--- src/rtl/hecc_pkg.sv ---
package hecc_pkg;

  typedef enum logic [1:0] {
    CHK_CLEAN = 2'd0,
    CHK_FIXED = 2'd1,
    CHK_CODE  = 2'd2,
    CHK_FATAL = 2'd3
  } chk_status_t;

endpackage

--- src/rtl/hecc_accum.sv ---
// Streaming parity accumulator: folds each accepted byte into a true-sense
// and a complement-sense parity half indexed by {byte offset, bit index}.
module hecc_accum #(
  parameter int BLOCK_BYTES = 512,
  parameter int DATA_W      = 8,
  localparam int ADDR_W     = $clog2(BLOCK_BYTES),
  localparam int IDX_W      = $clog2(DATA_W),
  localparam int HALF_W     = ADDR_W + IDX_W,
  localparam int CNT_W      = ADDR_W + 1
) (
  input  logic              clk,
  input  logic              rst,
  input  logic              clear,
  input  logic              take,
  input  logic [DATA_W-1:0] data,
  output logic [HALF_W-1:0] true_next,
  output logic [HALF_W-1:0] comp_next,
  output logic              last_take,
  output logic              spill
);

  logic [CNT_W-1:0]  count_q;
  logic [HALF_W-1:0] true_q, comp_q;
  logic [HALF_W-1:0] add_true, add_comp;
  logic [ADDR_W-1:0] addr;
  logic              full, accept, byte_par;

  assign full     = (count_q == CNT_W'(BLOCK_BYTES));
  assign accept   = take && !full && !clear;
  assign addr     = count_q[ADDR_W-1:0];
  assign byte_par = ^data;

  // bit-index part of each half
  for (genvar j = 0; j < IDX_W; j++) begin : g_idx
    logic [DATA_W-1:0] sel;
    for (genvar b = 0; b < DATA_W; b++) begin : g_sel
      assign sel[b] = (((b >> j) % 2) == 1);
    end
    assign add_true[j] = ^(data & sel);
    assign add_comp[j] = ^(data & ~sel);
  end

  // byte-offset part of each half
  for (genvar k = 0; k < ADDR_W; k++) begin : g_addr
    assign add_true[IDX_W+k] = addr[k] & byte_par;
    assign add_comp[IDX_W+k] = ~addr[k] & byte_par;
  end

  always_comb begin
    true_next = true_q;
    comp_next = comp_q;
    if (accept) begin
      true_next = true_q ^ add_true;
      comp_next = comp_q ^ add_comp;
    end
  end

  assign last_take = accept && (count_q == CNT_W'(BLOCK_BYTES - 1));
  assign spill     = take && full && !clear;

  always_ff @(posedge clk) begin
    if (rst || clear) begin
      count_q <= '0;
      true_q  <= '0;
      comp_q  <= '0;
    end else begin
      true_q <= true_next;
      comp_q <= comp_next;
      if (accept) count_q <= count_q + 1'b1;
    end
  end

endmodule

--- src/rtl/hecc_result.sv ---
// Holds the packed, inverted code and the completion / spill flags.
module hecc_result #(
  parameter int HALF_W = 12,
  localparam int CODE_W = 2 * HALF_W
) (
  input  logic              clk,
  input  logic              rst,
  input  logic              clear,
  input  logic              capture,
  input  logic              spill,
  input  logic [HALF_W-1:0] true_half,
  input  logic [HALF_W-1:0] comp_half,
  output logic [CODE_W-1:0] code,
  output logic              valid,
  output logic              overflow
);

  always_ff @(posedge clk) begin
    if (rst || clear) begin
      code     <= '0;
      valid    <= 1'b0;
      overflow <= 1'b0;
    end else begin
      if (capture) begin
        code  <= ~{true_half, comp_half};
        valid <= 1'b1;
      end
      if (spill) overflow <= 1'b1;
    end
  end

endmodule

--- src/rtl/hecc_compare.sv ---
// Classifies stored-vs-computed code difference, registered result.
module hecc_compare
  import hecc_pkg::*;
#(
  parameter int BLOCK_BYTES = 512,
  parameter int DATA_W      = 8,
  localparam int ADDR_W     = $clog2(BLOCK_BYTES),
  localparam int IDX_W      = $clog2(DATA_W),
  localparam int HALF_W     = ADDR_W + IDX_W,
  localparam int CODE_W     = 2 * HALF_W
) (
  input  logic              clk,
  input  logic              rst,
  input  logic              req,
  input  logic [CODE_W-1:0] stored,
  input  logic [CODE_W-1:0] calc,
  output logic              done,
  output chk_status_t       status,
  output logic [ADDR_W-1:0] offset,
  output logic [DATA_W-1:0] mask
);

  logic [CODE_W-1:0] diff;
  logic [HALF_W-1:0] fold;
  logic [ADDR_W-1:0] offs;
  logic [IDX_W-1:0]  bsel;
  logic              is_zero, is_fold, is_single, in_range;
  chk_status_t       st_d;
  logic [ADDR_W-1:0] off_d;
  logic [DATA_W-1:0] mask_d;

  assign diff      = stored ^ calc;
  assign fold      = diff[CODE_W-1:HALF_W] ^ diff[HALF_W-1:0];
  assign offs      = diff[CODE_W-1:HALF_W+IDX_W];
  assign bsel      = diff[HALF_W+IDX_W-1:HALF_W];
  assign is_zero   = (diff == '0);
  assign is_fold   = &fold;
  assign is_single = !is_zero && ((diff & (diff - 1'b1)) == '0);
  assign in_range  = (int'(offs) < BLOCK_BYTES);

  always_comb begin
    st_d   = CHK_FATAL;
    off_d  = '0;
    mask_d = '0;
    if (is_zero) begin
      st_d = CHK_CLEAN;
    end else if (is_fold) begin
      if (in_range) begin
        st_d   = CHK_FIXED;
        off_d  = offs;
        mask_d = DATA_W'(1) << bsel;
      end
    end else if (is_single) begin
      st_d = CHK_CODE;
    end
  end

  always_ff @(posedge clk) begin
    if (rst) begin
      done   <= 1'b0;
      status <= CHK_CLEAN;
      offset <= '0;
      mask   <= '0;
    end else begin
      done <= req;
      if (req) begin
        status <= st_d;
        offset <= off_d;
        mask   <= mask_d;
      end
    end
  end

endmodule

--- src/rtl/nand_hecc_engine.sv ---
module nand_hecc_engine
  import hecc_pkg::*;
#(
  parameter int BLOCK_BYTES = 512,
  parameter int DATA_W      = 8,
  localparam int ADDR_W     = $clog2(BLOCK_BYTES),
  localparam int IDX_W      = $clog2(DATA_W),
  localparam int HALF_W     = ADDR_W + IDX_W,
  localparam int CODE_W     = 2 * HALF_W
) (
  input  logic              clk,
  input  logic              rst,
  input  logic              blk_start,
  input  logic              byte_valid,
  input  logic [DATA_W-1:0] byte_data,
  output logic [CODE_W-1:0] code_out,
  output logic              code_valid,
  output logic              byte_overflow,
  input  logic              cmp_valid,
  input  logic [CODE_W-1:0] cmp_stored,
  input  logic [CODE_W-1:0] cmp_calc,
  output logic              cmp_done,
  output logic [1:0]        cmp_status,
  output logic [ADDR_W-1:0] cmp_offset,
  output logic [DATA_W-1:0] cmp_mask
);

  logic [HALF_W-1:0] true_next, comp_next;
  logic              last_take, spill;
  chk_status_t       status_e;

  hecc_accum #(.BLOCK_BYTES(BLOCK_BYTES), .DATA_W(DATA_W)) u_accum (
    .clk       (clk),
    .rst       (rst),
    .clear     (blk_start),
    .take      (byte_valid),
    .data      (byte_data),
    .true_next (true_next),
    .comp_next (comp_next),
    .last_take (last_take),
    .spill     (spill)
  );

  hecc_result #(.HALF_W(HALF_W)) u_result (
    .clk       (clk),
    .rst       (rst),
    .clear     (blk_start),
    .capture   (last_take),
    .spill     (spill),
    .true_half (true_next),
    .comp_half (comp_next),
    .code      (code_out),
    .valid     (code_valid),
    .overflow  (byte_overflow)
  );

  hecc_compare #(.BLOCK_BYTES(BLOCK_BYTES), .DATA_W(DATA_W)) u_cmp (
    .clk    (clk),
    .rst    (rst),
    .req    (cmp_valid),
    .stored (cmp_stored),
    .calc   (cmp_calc),
    .done   (cmp_done),
    .status (status_e),
    .offset (cmp_offset),
    .mask   (cmp_mask)
  );

  assign cmp_status = status_e;

endmodule

--- config.mk ---
export PLATFORM = sky130hd
export DESIGN_NAME = nand_hecc_engine
export DESIGN_NICKNAME = d
export VERILOG_FILES = /design/src/rtl/hecc_pkg.sv /design/src/rtl/hecc_accum.sv /design/src/rtl/hecc_result.sv /design/src/rtl/hecc_compare.sv /design/src/rtl/nand_hecc_engine.sv
export SDC_FILE = /design/constraint.sdc
export NUM_CORES = 1
export LEC_CHECK = 0
export ABC_AREA = 1
export CORE_MARGIN = 4
export CORE_UTILIZATION = 55
export DETAILED_ROUTE_END_ITERATION = 8
export DONT_BUFFER_PORTS = 1
export PLACE_DENSITY = 0.76
export SYNTH_ARGS = -nofsm -noshare
export SYNTH_HDL_FRONTEND = slang
export SYNTH_SLANG_ARGS = --single-unit
--- constraint.sdc ---
create_clock -name clk -period 2.2 [get_ports clk]
set_clock_uncertainty 0.05 [all_clocks]
set_input_delay 0.33 -clock clk [delete_from_list [all_inputs] [get_ports clk]]
set_output_delay 0.33 -clock clk [all_outputs]
set_load 0.02 [all_outputs]
==> results of run 1 <==
[sequential cells by signal (all words and copies together), names as in the netlist]
name,cells
u_result.code,24
u_accum.count_q,10
u_cmp.done,1
u_cmp.mask,8
u_result.overflow,1
u_result.valid,1
u_cmp.status,2
u_accum.true_q,12
u_cmp.offset,9
u_accum.comp_q,12
[cells in the mapped netlist (all sizes together)]
| master | number |
|---|---|
| xnor2 | 21 |
| a21oi | 47 |
| nand3 | 31 |
| a22oi | 1 |
| xor2 | 3 |
| nand3b | 10 |
| clkbuf | 9 |
| ha | 2 |
| inv | 90 |
| buf | 6 |
| nor2 | 122 |
| dfxtp | 80 |
| a22o | 1 |
| a31oi | 1 |
| nand4 | 7 |
| o21ai | 45 |
| nor3 | 8 |
| nand2 | 280 |
| clkinv | 2 |
| o21bai | 8 |
[cell families (layout without fill, tap and decap cells)]
group,count (synthesis),after routing
adders and majority gates,2,2
and+or+nand+nor,458,458
xor gates and xnor gates,24,24
DFF,80,80
AOI/OAI and AO/OA,103,103
buffers and inverters,107,120
[metal layers]
metal	up-vias	track usage, %	wire length, µm
li1	2426	-	-
met1	2087	35.9	5770
met2	202	37.2	5240
met3	12	7.92	1300
met4	0	4.87	122
met5	-	0	0
[per-stage QoR]
stage / setup WS [ns] / power [mW] / setup TNS (ns) / utilization, % / instance area (µm²)
after floorplan: 0.419 / 1.87 / 0 / - / 4660
after global placement: 0.196 / 1.98 / 0 / 58.3 / 4790
after detailed placement: 0.0448 / 1.99 / 0 / 58.3 / 4790
after CTS: 0.0280 / 3.12 / 0 / 61.0 / 5010
after global routing: -0.0168 / 3.25 / -0.0393 / 61.1 / 5020
final: 0.135 / 3.11 / 0 / 61.1 / 5020
[final cells by class]
type	instances	area share, %
Clock buffer	9	2.47
Inverter	92	6.98
Timing Repair Buffer	12	1.84
Sequential cell	80	31.9
Clock inverter	7	1.69
Tap cell	105	2.62
Multi-Input combinational cell	587	52.5
[power by group through the flow]
stage / clock (mW) / sequential (mW) / combinational, mW
after floorplan: 0 / 1.51 / 0.363
after global placement: 0 / 1.51 / 0.468
after detailed placement: 0 / 1.51 / 0.476
after CTS: 1.16 / 1.48 / 0.483
after global routing: 1.22 / 1.48 / 0.553
final: 1.14 / 1.48 / 0.490
[worst max-delay path by stage]
stage / depth (start not counted) / start / end / slack [ns]
final: 11 / u_accum.count_q[1] / u_result.code[0] / 0.13
after global placement: 13 / u_accum.count_q[1] / u_result.code[0] / 0.20
after CTS: 13 / u_accum.count_q[0] / u_result.code[4] / 0.03
after detailed placement: 13 / u_accum.count_q[0] / u_result.code[1] / 0.04
after floorplan: 14 / u_accum.count_q[0] / u_result.code[14] / 0.42
after global routing: 11 / u_accum.count_q[1] / u_result.code[1] / -0.02
[timing repair]
| action | in CTS | in global routing |
|---|---|---|
| hold endpoints to repair | 16 | 0 |
| setup buffers | 0 | 0 |
| hold buffers | 1 | 0 |
| gates resized for setup | 0 | 7 |
| setup endpoints to repair | 0 | 28 |
==> impl_metrics.yaml, run 1 <==
run_status:
  outcome: "finished clean"
floorplanning:
  die_w_um: 100
  num_rows: 33
  die_area_um2: 10000
  pin_count: 107
  core_area_um2: 8220
  die_height_um: 100
  initial_utilization_pct: 56.7
setup_path:
  required_ns: 2.40
  r2r-start: "u_accum.count_q[1]"
  cp_slowest_cell: "dfxtp_2"
  slowest_delay_ns: 0.35
  crit_path_frequent_cell: "inv_1"
  critical_path_class: "flip-flop to flip-flop"
  cp_top_family: "simple AND/OR/NAND/NOR gates"
  r2r_setup_slack_ns: 0.13
  critPathArrivalTime_ns: 2.27
  crit_path_start_kind: "flip-flop"
  critPathBufInv: 4
  crit_fanout: 8
  endpoint_kind: "flip-flop"
  crit_chain: "inv_1, ha_1, nand3_1, nor3_2, nor2_4, buf_4, inv_1, nor2_1, xnor2_1, o21ai_0, inv_1"
  regToRegEndpoint: "u_result.code[0]"
  reg2regPathDepth: 11
cells_and_area:
  finalNetCount: 845
  layout_common_cells: "279 x nand2_1, 119 x nor2_1, 88 x inv_1"
  final_common_cell: "nand2_1"
  fill_cells: 830
  drive_gt1_share_pct: 4.96
  areaGrowthSynthToFinish_pct: 7.76
  seq_area_um2: 1600
  antennaDiodeCount: 0
  final_cells: 892
  multi_input_area_um2: 2640
timing:
  fmax_ghz: 0.484
  hold_viol: 0
  fin_crit_ns: 2.07
  finalSetupViolations: 0
  maxSlewViolCount: 0
  hold_ws_ns: 0.0305
  worst_pin_slew_ns: 0.559
  rsz0062_at_grt: "yes"
  slew_headroom_pct: 62.6
  finalCritPeriodShare_pct: 93.9
power_and_ir_drop:
  clkPwrFrac_pct: 36.7
  p_per_area_nw_per_um2: 619
  leakage_nw: 2.32
  p_switching_mw: 0.940
  p_int_mw: 2.17
  sw_frac_of_total_pct: 30.2
  combPwrFrac_pct: 15.7
  ir_worst_vdd_mv: 0.386
  seq_power_share_pct: 47.5
logic_synthesis:
  synth_cell_types: 30
  synth_top_family_by_area: "simple AND/OR/NAND/NOR gates"
  syn_area_per_cell_um2: 6.02
  ys_seq_elements: 80
  synth-compound-area-share_pct: 11.7
  yosysWarnings: 0
  synth_fp_nets: 837
  synth.area.top_cells: "dfxtp_1 34%, nand2_1 22%, nor2_1 9.6%, inv_1 7.1%, a21oi_1 5.0%"
  synthSimpleGateAreaFrac_pct: 39.8
  synth_fa_ha_area_share_pct: 0.537
  ys_seq_area_share_pct: 34.4
  syn_area_um2: 4660
  synth_top_area_share_pct: 34.4
  synthCells: 774
  synth_xor_area_share_pct: 4.51
  yosys.area.top_type: "dfxtp_1"
  synthMuxAreaShare_pct: 0
clock_network:
  cts_tree: "done"
  insertion_delay_ns: 0.35
  cts_buffers: 9
  cts.sinks: 80
  htreeDepth: 3
  root_buffer: "clkbuf_8"
  max-clock-path-buffers: 2
  path_clk_slew_ns: 0.09
route:
  ant_nets: 0
  drtPass1Iterations: 5
  finalWirelength_um: 12400
  drt_iter0_markers: 391
  routed_via_density: 5.30
  drc_errors: 0
  post_drt_wl_per_cell_um: 13.9
  dr_total_vias: 4727
place:
  port_buffers: 0
  hpwl_um: 9890
  dp.cells: 875
  gp_congestion: 0.955
global_route:
  grt_pass1_wl_um: 20200
  grt_max_degree: 26
  grt-ovfl-total: 0
  grt_usage_pct: 25.0
  antenna_found_initial: 0
  grt_pass1_vias: 4232
min_path:
  worstHoldPathType: "primary input to flip-flop"
  worstHoldStart: "rst"
  whs_path_depth: 1
  min_to: "u_cmp.done"
run:
  max_cap_viol_count: 0
(Power assumes the default switching activity.)
==> run 2: changes to the inputs <==
--- a/config.mk
+++ b/config.mk
@@ -7,10 +7,10 @@
 export LEC_CHECK = 0
 export ABC_AREA = 1
 export CORE_MARGIN = 4
-export CORE_UTILIZATION = 55
+export CORE_UTILIZATION = 35
 export DETAILED_ROUTE_END_ITERATION = 8
 export DONT_BUFFER_PORTS = 1
-export PLACE_DENSITY = 0.76
+export PLACE_DENSITY = 0.55
 export SYNTH_ARGS = -nofsm -noshare
 export SYNTH_HDL_FRONTEND = slang
 export SYNTH_SLANG_ARGS = --single-unit
==> run 2 against run 1 <==
Non-clock buffer count is 7 higher. Die area is 52% higher. Critical path depth is 3 higher. Worst hold slack worse by 0.013 ns. Global-route usage is 7.2 points lower. Cell count is 8.3% higher. Combinational power is 2% lower. Flip-flop and latch count stayed put. Sequential power hardly changed. Via count is 2.1% lower. Critical endpoint is now u_result.code[4]. Highest routed layer unchanged.
==> impl_metrics.yaml, run 2 (synthesized netlist as in run 1, its figures left out) <==
cells_and_area:
  final_common_cell: "nand2_1"
  areaGrowthSynthToFinish_pct: 13.7
  layout_common_cells: "279 x nand2_1, 119 x nor2_1, 87 x inv_1"
  antennaDiodeCount: 0
  largest_reg_flops: 24
  top_regs: "u_result.code: 24 flops, u_accum.comp_q: 12 flops, u_accum.true_q: 12 flops"
  drive_gt1_share_pct: 5.92
  finalNetCount: 852
  top_register: "u_result.code"
route:
  drt_iter0_markers: 234
  drtPass1Iterations: 5
  routed_via_density: 4.79
  finalWirelength_um: 13300
  dr_total_vias: 4627
  ant_nets: 0
  drc_errors: 0
  post_drt_wl_per_cell_um: 13.7
power_and_ir_drop:
  p_per_area_nw_per_um2: 659
  ir_worst_vdd_mv: 0.451
  leakage_nw: 2.40
  fin_total_pwr_mw: 3.49
floorplanning:
  die_w_um: 123
  die_height_um: 123
  pin_count: 107
  initial_utilization_pct: 36.3
  die_area_um2: 15200
  num_rows: 41
  core_area_um2: 12800
place:
  port_buffers: 0
  gp_congestion: 0.877
  hpwl_um: 10700
clock_network:
  cts_buffers: 9
  cts.sinks: 80
  path_clk_slew_ns: 0.06
  cts_tree: "done"
  root_buffer: "clkbuf_16"
  insertion_delay_ns: 0.33
  max-clock-path-buffers: 2
  htreeDepth: 3
setup_path:
  crit_path_start_kind: "flip-flop"
  required_ns: 2.43
  cp_slowest_cell: "dfxtp_2"
  critPathArrivalTime_ns: 2.26
  crit_chain: "inv_1, ha_1, nand3_1, nor3_4, nor2_4, nand3_2, nor2_4, nand2_2, inv_4, buf_12, nor2_1, nor2_1, o21ai_0, inv_1"
  crit_fanout: 20
  slowest_delay_ns: 0.36
  critical_path_class: "flip-flop to flip-flop"
  endpoint_kind: "flip-flop"
timing:
  hold_viol: 0
  hold_ws_ns: 0.0175
  slew_headroom_pct: 70.8
  fmax_ghz: 0.494
  finalCritPeriodShare_pct: 92.0
  fin_crit_ns: 2.02
  maxSlewViolCount: 0
  worst_pin_slew_ns: 0.438
  setup_tns_ns: 0
  finalSetupViolations: 0
global_route:
  grt_max_degree: 43
  grt_usage_pct: 17.9
  grt_pass1_vias: 4380
  grt-ovfl-total: 0
  grt_pass1_wl_um: 21500
  antenna_found_initial: 0
run:
  max_cap_viol_count: 0
run_status:
  outcome: "finished clean"
min_path:
  worstHoldPathType: "primary input to flip-flop"
-- run 2: power by group --
group,internal (mW),leakage (nW),switching (mW)
registers,1.47,0.647,0.0147
clock network,0.902,0.146,0.629
logic,0.161,1.61,0.322
-- run 2: metal layers --
metal	wire, µm	vias to the layer above	global-route usage, %
li1	-	2444	-
met1	6260	2058	23.7
met2	5820	110	28.3
met3	931	15	5.03
met4	238	0	5.26
met5	0	-	0
-- run 2: area by class of cell --
| cell class | count | area [µm²] |
|---|---|---|
| repair buffers | 19 | 160 |
| clock buffers | 9 | 225 |
| well taps | 172 | 215 |
| flip-flops and latches | 80 | 1600 |
| inverters | 92 | 350 |
| fillers | 1418 | 7520 |
| clock inverters | 7 | 85.1 |
| multi-input cells | 587 | 2660 |
-- run 2: what timing repair did --
| item | 4_1_cts | 5_1_grt |
|---|---|---|
| hold buffers | 1 | 1 |
| hold endpoints to repair | 8 | 2 |
| setup buffers | 0 | 1 |
| gates resized for setup | 0 | 11 |
| setup endpoints to repair | 0 | 44 |
-- run 2: path summary, 6_finish.rpt --
path | from | endpoint | slack [ns] | depth (start not counted)
worst max-delay path | u_accum.count_q[0] | u_result.code[4] | 0.18 | 14
worst min-delay path | rst | u_cmp.offset[0] | 0.02 | 1
worst max register to register | u_accum.count_q[0] | u_result.code[4] | 0.18 | 14
worst min register to register | u_accum.count_q[0] | u_accum.count_q[0] | 0.42 | 1
-- run 2: worst max-delay path, delay by kind of cell, from the launching register on --
family | cells | cell delay [ns]
buffers and inverters | 4 | 0.39
AND/OR/NAND/NOR | 8 | 0.88
adder cells (fa/ha/maj) | 1 | 0.20
AO/OA/AOI/OAI | 1 | 0.08
flip-flops | 1 | 0.36
-- run 2: through the flow --
stage	setup slack [ns]	instance area, µm²	utilization (%)	std cells
2_1_floorplan	0.419	4660	-	774
3_3_place_gp	0.119	4930	38.4	947
3_5_place_dp	0.0211	4930	38.4	947
4_1_cts	0.00446	5250	40.9	964
5_1_grt	-0.00619	5300	41.3	966
6_report	0.176	5300	41.3	966
==> run 3: changes to the inputs <==
--- a/config.mk
+++ b/config.mk
@@ -10,7 +10,7 @@
 export CORE_UTILIZATION = 35
 export DETAILED_ROUTE_END_ITERATION = 8
 export DONT_BUFFER_PORTS = 1
-export PLACE_DENSITY = 0.55
+export PLACE_DENSITY_LB_ADDON = 0.15
 export SYNTH_ARGS = -nofsm -noshare
 export SYNTH_HDL_FRONTEND = slang
 export SYNTH_SLANG_ARGS = --single-unit
==> constraint.sdc (replaced) <==
create_clock -name clk -period 1.95 [get_ports clk]
set_clock_uncertainty 0.05 [all_clocks]
set_input_delay 0.2925 -clock clk [delete_from_list [all_inputs] [get_ports clk]]
set_output_delay 0.2925 -clock clk [all_outputs]
set_load 0.02 [all_outputs]
==> run 3 against run 2 <==
Clock-buffer cell count increased by 1. Largest power group unchanged. Sequential power increased by 13%. Largest cell class unchanged. Highest routed layer unchanged. Maximum frequency rose by 12%.
==> impl_metrics.yaml, run 3 (synthesized netlist as in run 1, its figures left out) <==
min_path:
  whs_path_depth: 1
  worstHoldStart: "rst"
  worstHoldPathType: "primary input to flip-flop"
floorplanning:
  die_height_um: 123
  die_area_um2: 15200
  num_rows: 41
  core_area_um2: 12800
  die_w_um: 123
  pin_count: 107
  initial_utilization_pct: 36.3
setup_path:
  crit_path_start_kind: "flip-flop"
  critical_path_class: "flip-flop to flip-flop"
  cp_slowest_cell: "dfxtp_2"
  crit_path_frequent_cell: "nand3_4"
  endpoint_kind: "flip-flop"
  r2r-start: "u_accum.count_q[1]"
  required_ns: 2.13
  critPathArrivalTime_ns: 2.00
  crit_fanout: 8
  slowest_delay_ns: 0.35
  cp.depth: 11
  crit_chain: "inv_2, ha_4, nand3_4, nor3_4, nor2_4, nand3_4, buf_4, o21bai_1, nand2_1, o21ai_1, inv_1"
  critPathBufInv: 3
  reg2regPathDepth: 11
  crit_start: "u_accum.count_q[1]"
  cp_top_family: "simple AND/OR/NAND/NOR gates"
cells_and_area:
  top_regs: "u_result.code: 24 flops, u_accum.comp_q: 12 flops, u_accum.true_q: 12 flops"
  layout_common_cells: "279 x nand2_1, 118 x nor2_1, 84 x inv_1"
  final_cells: 988
  drive_gt1_share_pct: 9.31
  stdcell_area_um2: 5530
  finalNetCount: 874
  antennaDiodeCount: 0
  seq_area_um2: 1600
  multi_input_area_um2: 2690
  largest_reg_flops: 24
  top_register: "u_result.code"
  final_common_cell: "nand2_1"
  fill_cells: 1401
  areaGrowthSynthToFinish_pct: 18.7
timing:
  slew_headroom_pct: 59.6
  rsz0062_at_grt: "yes"
  finalSetupViolations: 0
  maxSlewViolCount: 0
  worst_pin_slew_ns: 0.604
  finalCritPeriodShare_pct: 93.0
  fin_crit_ns: 1.81
  hold_viol: 0
  hold_ws_ns: 0.0184
  fmax_ghz: 0.551
  worst_slack_ns: 0.136
place:
  dp_worst_setup_slack_ns: -0.0904
  dp.cells: 966
  gp_congestion: 0.853
  placed_area_um2: 5060
  hpwl_um: 10800
  port_buffers: 0
route:
  dr_total_vias: 4761
  finalWirelength_um: 13500
  ant_nets: 0
  drc_errors: 0
  post_drt_wl_per_cell_um: 13.7
  routed_via_density: 4.82
  drtPass1Iterations: 5
  drt_iter0_markers: 364
global_route:
  grt_pass1_vias: 4365
  antenna_found_initial: 0
  grt-ovfl-total: 0
  grt_max_degree: 43
  grt_pass1_wl_um: 21500
  grt_usage_pct: 17.8
clock_network:
  cts_tree: "done"
  htreeDepth: 3
  root_buffer: "clkbuf_16"
  max-clock-path-buffers: 2
  cts.sinks: 80
  insertion_delay_ns: 0.33
  path_clk_slew_ns: 0.06
  cts_buffers: 9
power_and_ir_drop:
  fin_total_pwr_mw: 4.01
  p_per_area_nw_per_um2: 724
  leakage_nw: 2.53
  ir_worst_vdd_mv: 0.439
run:
  max_cap_viol_count: 0
run_status:
  outcome: "finished clean"
run 3: per-stage QoR:
step           utilization (%)  TNS [ns]
3_5_place_dp              39.4     -1.36
3_3_place_gp              39.4         0
4_1_cts                   42.1         0
5_1_grt                   43.1  -0.00923
6_report                  43.1         0
2_1_floorplan                -         0
run 3: metal layers:
| layer | wire, µm | global-route usage (%) |
|---|---|---|
| met1 | 6540 | 25.1 |
| met2 | 5770 | 26.5 |
| met3 | 1110 | 5.12 |
| met4 | 115 | 4.71 |
| met5 | 0 | 0 |
run 3: path summary, 6_finish.rpt:
| check | slack [ns] | endpoint |
|---|---|---|
| max reg2reg | 0.14 | u_result.code[6] |
| min reg2reg | 0.40 | u_accum.count_q[0] |
| max | 0.14 | u_result.code[6] |
| min | 0.02 | u_cmp.done |
run 3: layout make-up:
cell class | instances | share of cell area [%]
multi-input combinational | 587 | 48.6
sequential | 80 | 29.0
inverter | 92 | 6.58
timing repair buffer | 41 | 6.26
clock buffer | 10 | 4.32
tap | 172 | 3.89
clock inverter | 6 | 1.31
run 3: report_power, final:
group / switching, mW / internal, mW / leakage, nW / total (mW)
registers: 0.0155 / 1.65 / 0.647 / 1.67
logic: 0.388 / 0.223 / 1.74 / 0.611
clock network: 0.687 / 1.04 / 0.150 / 1.73
run 3: worst reg2reg max path: stages, from the launching register on:
cell,delay [ns]
dfxtp_2,0.35
inv_2,0.06
ha_4,0.16
nand3_4,0.08
nor3_4,0.05
nor2_4,0.19
nand3_4,0.15
buf_4,0.20
o21bai_1,0.12
nand2_1,0.13
o21ai_1,0.14
inv_1,0.05
run 3: what timing repair did:
action / in CTS / in global routing
hold buffers: 1 / 0
buffers inserted: 1 / 3
setup endpoints to repair: 24 / 43
gates cloned: 0 / 1
resized for setup: 4 / 25
pin swaps: 0 / 7
endpoints found under the hold margin: 16 / 0
